## config.mk

```make
export PLATFORM = sky130hd
export DESIGN_NAME = nic_irq_hub
export DESIGN_NICKNAME = d
export VERILOG_FILES = /design/src/rtl/nic_irq_pkg.sv /design/src/rtl/nic_irq_fall.sv /design/src/rtl/nic_irq_sticky.sv /design/src/rtl/nic_irq_phy.sv /design/src/rtl/nic_irq_hub.sv
export SDC_FILE = /design/constraint.sdc
export NUM_CORES = 1
export LEC_CHECK = 0
export ABC_AREA = 1
export BUFFER_PORTS_ARGS = -buffer_cell sky130_fd_sc_hd__buf_2
export CORE_UTILIZATION = 40
export CTS_CLUSTER_SIZE = 8
export DETAILED_ROUTE_END_ITERATION = 10
export HOLD_SLACK_MARGIN = 0.1
export PLACE_DENSITY = 0.7
export SKIP_LAST_GASP = 1
export SLEW_MARGIN = 20
export SYNTH_ARGS = -nofsm -noshare
export SYNTH_HDL_FRONTEND = slang
export SYNTH_SLANG_ARGS = --single-unit
```

## constraint.sdc

```tcl
create_clock -name clk -period 1.66 [get_ports clk]
set_clock_uncertainty 0.2 [all_clocks]
set_input_delay 0.083 -clock clk [delete_from_list [all_inputs] [get_ports clk]]
set_output_delay 0.083 -clock clk [all_outputs]
set_load 0.02 [all_outputs]
```

## src/rtl/nic_irq_pkg.sv

```systemverilog
// Shared constants and codes for the interrupt aggregator.
// Assumes an 8-bit host data path.
package nic_irq_pkg;
    localparam int REG_W    = 8;
    localparam int B_RXERR  = 0;
    localparam int B_TXERR  = 1;
    localparam int B_TXDONE = 2;
    localparam int B_LINK   = 3;
    localparam int B_DMA    = 4;
    localparam int B_PKT    = 5;
    localparam int B_GLBEN  = 7;
    localparam int N_STICKY = 4;   // rx err, tx err, tx done, dma done

    typedef enum logic [1:0] {
        OP_EN_WR     = 2'd0,
        OP_FLAG_SET  = 2'd1,
        OP_FLAG_CLR  = 2'd2,
        OP_PHY_EN_WR = 2'd3
    } host_op_e;

    typedef enum logic [1:0] {
        RD_FLAGS     = 2'd0,
        RD_ENABLES   = 2'd1,
        RD_STATUS    = 2'd2,
        RD_PHY_FLAGS = 2'd3
    } rd_sel_e;
endpackage

```

## src/rtl/nic_irq_fall.sv

```systemverilog
// Falling-edge detector for a vector of level inputs.
// Assumes the inputs are synchronous to clk. The previous value resets to 0,
// so no edge is reported in the first cycle after reset.
module nic_irq_fall #(
    parameter int N = 2
) (
    input  logic         clk,
    input  logic         rst_n,
    input  logic [N-1:0] lvl,
    output logic [N-1:0] fell
);
    logic [N-1:0] prev_q;

    // Hold last cycle's level of each input.
    always_ff @(posedge clk) begin
        if (!rst_n) prev_q <= '0;
        else        prev_q <= lvl;
    end

    // A 1 -> 0 change is seen when the held value is 1 and the input is 0.
    always_comb fell = prev_q & ~lvl;
endmodule

```

## src/rtl/nic_irq_sticky.sv

```systemverilog
// Bank of sticky flag bits with event set, host set and host clear.
// Any set source wins over a clear in the same cycle.
// Assumes single-cycle set and clear pulses.
module nic_irq_sticky #(
    parameter int N = 4
) (
    input  logic         clk,
    input  logic         rst_n,
    input  logic [N-1:0] evt_set,
    input  logic [N-1:0] host_set,
    input  logic [N-1:0] host_clr,
    output logic [N-1:0] q
);
    for (genvar i = 0; i < N; i++) begin : g_bit
        logic q_r;

        // Update one flag: set wins, otherwise clear, otherwise hold.
        always_ff @(posedge clk) begin
            if (!rst_n)                       q_r <= 1'b0;
            else if (evt_set[i] || host_set[i]) q_r <= 1'b1;
            else if (host_clr[i])             q_r <= 1'b0;
        end

        assign q[i] = q_r;

        // a set flag stays set unless a clear arrives.
        assert_hold_R1: assert property (@(posedge clk) disable iff (!rst_n)
            (q_r && !host_clr[i]) |=> q_r);

        // an event beats a simultaneous clear.
        assert_set_wins_R10: assert property (@(posedge clk) disable iff (!rst_n)
            (evt_set[i] && host_clr[i]) |=> q_r);
    end
endmodule

```

## src/rtl/nic_irq_phy.sv

```systemverilog
// Two-level PHY-side interrupt path feeding the read-only link-change flag.
// The link flag always records link events. The PHY global flag records them
// only while the link enable is set. The mirror is the global flag gated by
// both enables. A PHY flag read clears both flags; a new event wins over it.
module nic_irq_phy (
    input  logic       clk,
    input  logic       rst_n,
    input  logic       en_wr,
    input  logic [1:0] en_data,
    input  logic       link_evt,
    input  logic       flag_rd,
    output logic       link_flag,
    output logic       glb_flag,
    output logic [1:0] phy_en,
    output logic       mirror
);
    logic       link_q;
    logic       glb_q;
    logic [1:0] en_q;

    // Hold the PHY link enable (bit 0) and PHY global enable (bit 1).
    always_ff @(posedge clk) begin
        if (!rst_n)     en_q <= 2'b00;
        else if (en_wr) en_q <= en_data;
    end

    // Record link events in the PHY link flag.
    always_ff @(posedge clk) begin
        if (!rst_n)        link_q <= 1'b0;
        else if (link_evt) link_q <= 1'b1;
        else if (flag_rd)  link_q <= 1'b0;
    end

    // Record enabled link events in the PHY global flag.
    always_ff @(posedge clk) begin
        if (!rst_n)                  glb_q <= 1'b0;
        else if (link_evt && en_q[0]) glb_q <= 1'b1;
        else if (flag_rd)            glb_q <= 1'b0;
    end

    // Gate the global flag onto the controller-side link bit.
    always_comb mirror = glb_q & en_q[0] & en_q[1];

    assign link_flag = link_q;
    assign glb_flag  = glb_q;
    assign phy_en    = en_q;

    // the mirrored bit is never seen without both PHY enables.
    assert_mirror_gated_R7: assert property (@(posedge clk) disable iff (!rst_n)
        mirror |-> (phy_en == 2'b11));

    // a read with no concurrent event leaves both PHY flags clear.
    assert_read_clears_R8: assert property (@(posedge clk) disable iff (!rst_n)
        (flag_rd && !link_evt) |=> (!link_flag && !glb_flag));
endmodule

```

## src/rtl/nic_irq_hub.sv

```systemverilog
// Interrupt aggregator top: flags, enables, host set/clear, read port and
// the registered active-low interrupt output.
// Assumes all inputs are synchronous to clk and that event inputs are pulses.
module nic_irq_hub
    import nic_irq_pkg::*;
#(
    parameter int CNT_W = 8
) (
    input  logic             clk,
    input  logic             rst_n,
    input  logic             rx_err_evt,
    input  logic             tx_err_evt,
    input  logic             tx_req,
    input  logic             dma_busy,
    input  logic             link_evt,
    input  logic [CNT_W-1:0] pkt_cnt,
    input  logic             host_wr,
    input  logic [1:0]       host_op,
    input  logic [7:0]       host_data,
    input  logic             phy_flag_rd,
    input  logic [1:0]       rd_sel,
    output logic [7:0]       rd_data,
    output logic             irq_n
);
    localparam logic [REG_W-1:0] EN_MASK = REG_W'(8'hBF);

    host_op_e                op;
    logic [1:0]              fell;
    logic [N_STICKY-1:0]     s_evt, s_set, s_clr, s_q;
    logic [REG_W-1:0]        en_q;
    logic [REG_W-1:0]        flags;
    logic                    link_flag, glb_flag, mirror;
    logic [1:0]              phy_en;
    logic                    irq_any;
    logic                    irq_n_q;

    assign op = host_op_e'(host_op);

    // Detect the end of a transmission (bit 0) and of a DMA run (bit 1).
    nic_irq_fall #(.N(2)) u_fall (
        .clk   (clk),
        .rst_n (rst_n),
        .lvl   ({dma_busy, tx_req}),
        .fell  (fell)
    );

    // Map host masks and events onto the sticky bank: rx, txerr, txdone, dma.
    always_comb begin
        s_set = '0;
        s_clr = '0;
        if (host_wr && op == OP_FLAG_SET)
            s_set = {host_data[B_DMA], host_data[B_TXDONE],
                     host_data[B_TXERR], host_data[B_RXERR]};
        if (host_wr && op == OP_FLAG_CLR)
            s_clr = {host_data[B_DMA], host_data[B_TXDONE],
                     host_data[B_TXERR], host_data[B_RXERR]};
        s_evt = {fell[1], fell[0] | tx_err_evt | s_set[1], tx_err_evt, rx_err_evt};
    end

    nic_irq_sticky #(.N(N_STICKY)) u_sticky (
        .clk      (clk),
        .rst_n    (rst_n),
        .evt_set  (s_evt),
        .host_set (s_set),
        .host_clr (s_clr),
        .q        (s_q)
    );

    nic_irq_phy u_phy (
        .clk       (clk),
        .rst_n     (rst_n),
        .en_wr     (host_wr && op == OP_PHY_EN_WR),
        .en_data   (host_data[1:0]),
        .link_evt  (link_evt),
        .flag_rd   (phy_flag_rd),
        .link_flag (link_flag),
        .glb_flag  (glb_flag),
        .phy_en    (phy_en),
        .mirror    (mirror)
    );

    // Hold the per-flag and global enables.
    always_ff @(posedge clk) begin
        if (!rst_n)                       en_q <= '0;
        else if (host_wr && op == OP_EN_WR) en_q <= host_data & EN_MASK;
    end

    // Assemble the flag register from sticky, mirrored and level bits.
    always_comb begin
        flags           = '0;
        flags[B_RXERR]  = s_q[0];
        flags[B_TXERR]  = s_q[1];
        flags[B_TXDONE] = s_q[2];
        flags[B_LINK]   = mirror;
        flags[B_DMA]    = s_q[3];
        flags[B_PKT]    = (pkt_cnt != '0);
    end

    // Combine enabled flags under the global enable.
    always_comb irq_any = en_q[B_GLBEN] && ((flags[5:0] & en_q[5:0]) != 6'd0);

    // Register the interrupt output so it never glitches.
    always_ff @(posedge clk) begin
        if (!rst_n) irq_n_q <= 1'b1;
        else        irq_n_q <= ~irq_any;
    end

    assign irq_n = irq_n_q;

    // Select the register returned on the read port.
    always_comb begin
        case (rd_sel_e'(rd_sel))
            RD_FLAGS:   rd_data = flags;
            RD_ENABLES: rd_data = en_q;
            RD_STATUS:  rd_data = {7'd0, ~irq_n_q};
            default:    rd_data = {6'd0, glb_flag, link_flag};
        endcase
    end

    // the output is only asserted after the global enable was set.
    assert_needs_global_R2: assert property (@(posedge clk) disable iff (!rst_n)
        !irq_n |-> $past(en_q[B_GLBEN]));

    // end of transmit request raises transmit done.
    assert_tx_end_R4: assert property (@(posedge clk) disable iff (!rst_n)
        $fell(tx_req) |=> flags[B_TXDONE]);

    // transmit error never rises without transmit done.
    assert_txerr_done_R5: assert property (@(posedge clk) disable iff (!rst_n)
        $rose(flags[B_TXERR]) |-> flags[B_TXDONE]);

    // end of DMA raises DMA done.
    assert_dma_end_R6: assert property (@(posedge clk) disable iff (!rst_n)
        $fell(dma_busy) |=> flags[B_DMA]);
endmodule

```

==> results by group <==
Yosys
  – Syn_nets: 168
  – Mux contribution to synthesized area: 0%
  – Syn Area/Cell: 6.62 um^2
  – Seq/Total Area, Yosys: 39.2%
  – Mapped Area: 920 um^2
  – Post-Synth Simple-Gate Area: 27.5%
  – Mapped Cells: 139
  – Main combinational cell family by area after synthesis: simple AND/OR/NAND/NOR gates
  – Synth Area in Compound Gates: 19.0%
  – Area share of xor/xnor cells in the synthesized design: 0%
  – Syn. warnings: 0
  – Register bit total from synthesis: 18
  – Post-synthesis cell type count: 19
  – Adder-Cell Fraction of Synth Area: 0%

CTS
  – CTS max path bufs: 2
  – Num Clock Sinks: 18
  – Cts bufs inserted: 3
  – Post-CTS setup buffer count: 0
  – CTS H-tree depth: 1
  – CTS tree: built
  – Clock slew at reported path FFs: 110 ps
  – Root Buffer: clkbuf_4
  – Worst skew pair latency: 300 ps

Worst setup path
  – Instance count on the critical path: 7
  – CP Launch Type: input port
  – Endpoint class of the critical path: register
  – R2r setup slk: 220 ps
  – Worst path top cell family by delay: buffers and inverters
  – Cell chain of the critical path: dlygate4sd3_1 -> buf_2 -> nand4_1 -> dlygate4sd3_1 -> nand3_1 -> nor2_1 -> nor2_1
  – Buf+Inv Stages, Crit Path: 3
  – CP required: 1650 ps
  – CP Data Arrival Time: 1630 ps
  – Crit path from: host_data[1]
  – Max Fanout on Critical Path: 3
  – Slowest CP cell: dlygate4sd3_1
  – R2R depth: 3
  – CP max stage delay: 570 ps
  – Worst r2r dst: en_q[1]$_SDFFE_PN0P_
  – Crit Reg-Reg Startpoint: en_q[1]$_SDFFE_PN0P_
  – Path type of the worst setup path: in -> reg
  – Setup crit end: u_sticky.g_bit[2].q_r$_SDFFE_PN0P_

Layout
  – Post-Layout Cell Count: 248
  – Most common cell after layout, fill and taps aside: dlygate4sd3_1
  – N_diodes: 0
  – Fraction of layout cells with a size suffix above 1: 20.4%
  – # fillers: 155
  – Most frequent cells in the layout: 46 x dlygate4sd3_1, 35 x buf_2, 27 x nand2_1
  – Area delta synth->final: 73.9%
  – Nets: 251

Routing
  – Drt drc: 0
  – Final antenna-violating net count: 0
  – Drt wl/cell: 11.6 um
  – Drt pass-1 iters: 5
  – Final Routed Wirelength: 2870 um
  – Vias per inst: 4.77
  – DR iter-0 viols: 31
  – Via count: 1182

STA
  – Final hold vios: 0
  – Unrepaired setup endpoints after global routing: true
  – Maximum clock rate: 0.611 GHz
  – Fin Setup TNS: 0 ps
  – PnR worst setup slack: 24.3 ps
  – Minimum clock period: 1640 ps
  – Fin. max-slew vios: 0
  – Fin crit share: 98.5%
  – Final setup vio count: 0

Floorplanning
  – Initial Util: 44.6%
  – I/O pin count: 38
  – # rows: 16
  – Height of the die: 50.0 um
  – Core footprint: 2060 um^2
  – Die span in x: 50.0 um
  – Die area: 2500 um^2

Placed design
  – Place WS: 484 ps
  – Routability cong.: 0.792
  – Post-DP HPWL: 1560 um
  – Placed cell count: 198
  – PortBufs: 35

GRT
  – Global-route wire length before repair: 4700 um
  – Largest net degree at the start of global routing: 14
  – Overflow after GRT: 0
  – Initial antenna violation count: 0
  – Tot GR Track Use: 24.8%
  – Vias in the first global route: 1143

Min path
  – Hold path cells: 2
  – Hold Path Class: reg -> reg

Job
  – Max Cap Viol: 0

Run status
  – Status: completed

Pwr
  – Power per standard cell area: 617 nW/um^2
  – Maximum vdd drop: 0.546 mV
  – Leakage: 0.783 nW
## state kept, by name (all words and copies together), names as in the netlist
| register | flops |
|---|---|
| en_q | 7 |
| u_phy.link_flag | 1 |
| u_phy.glb_flag | 1 |
| irq_n | 1 |
| u_phy.phy_en | 2 |
| u_fall.prev_q | 2 |
| u_sticky.g_bit.q_r | 4 |
## power by group
group,switching (W),internal [W]
Sequential,0.0000158,0.000456
Combinational,0.000110,0.000128
Clock,0.000143,0.000134
Total,0.000268,0.000718
## timing repair
action,CTS,global route
hold buffers,46,0
endpoints found under the hold margin,18,0
gates resized for setup,0,1
setup endpoints to repair,0,3
## worst min path at each step
stage                                        end  slack, ps                    startpoint
CTS                 u_phy.phy_en[1]$_SDFFE_PN0P_        270  u_phy.phy_en[1]$_SDFFE_PN0P_
global route        u_phy.phy_en[1]$_SDFFE_PN0P_        290  u_phy.phy_en[1]$_SDFFE_PN0P_
floorplan            u_fall.prev_q[0]$_SDFF_PN0_        -20                        tx_req
finish              u_phy.phy_en[1]$_SDFFE_PN0P_        280  u_phy.phy_en[1]$_SDFFE_PN0P_
detailed placement   u_fall.prev_q[1]$_SDFF_PN0_         80                      dma_busy
global placement     u_fall.prev_q[1]$_SDFF_PN0_         70                      dma_busy
## synth_stat cells, drive strengths merged
master	count	share of area (%)
a21oi	15	8.2
a22o	2	1.9
buf	1	0.82
clkbuf	2	2.0
conb	1	0.41
dfxtp	18	39
inv	27	11
nand2	28	12
nand3	7	4.4
nand4	5	3.4
nor2	16	7.3
o21ai	14	7.6
o22ai	2	1.4
or2	1	0.68
## metrics by stage
step	hold slack (ps)	area, um^2	power [W]	utilization, %
final	277	1600	0.000986	77.5
after global routing	287	1600	0.00103	77.5
after CTS	270	1600	0.000978	77.5
after detailed placement	80.0	1100	0.000631	53.5
after global placement	74.9	1100	0.000627	53.5
after floorplan	-23.5	920	0.000570	-
## routing by layer
metal	wire [um]	share of wire, %	GRT usage [%]
met1	1200	42	25.5
met2	1500	52	48.9
met3	136	4.7	3.40
met4	36	1.3	10.0
met5	0	0	0
## area by class of cell
class                           count  area [um^2]  share of cell area (%)
Inverter                           27          101                    6.34
Timing Repair Buffer               81          636                    39.7
Multi-Input combinational cell     91          432                    27.0
Tap cell                           27         33.8                    2.11
Sequential cell                    18          360                    22.5
Clock buffer                        4         36.3                    2.27
## worst min-delay path, cell delays in order (launching register included)
cell	delay, ps
dfxtp_1	330
inv_1	50
a21oi_1	50
## cell families (layout without fill, tap and decap cells)
| kind of cell | count (synthesis) | after routing |
|---|---|---|
| and+or+nand+nor | 57 | 57 |
| AOI/OAI and AO/OA | 33 | 33 |
| buffers and inverters | 30 | 112 |
| other | 1 | 1 |
| DFF | 18 | 18 |
(Power assumes the default switching activity.)
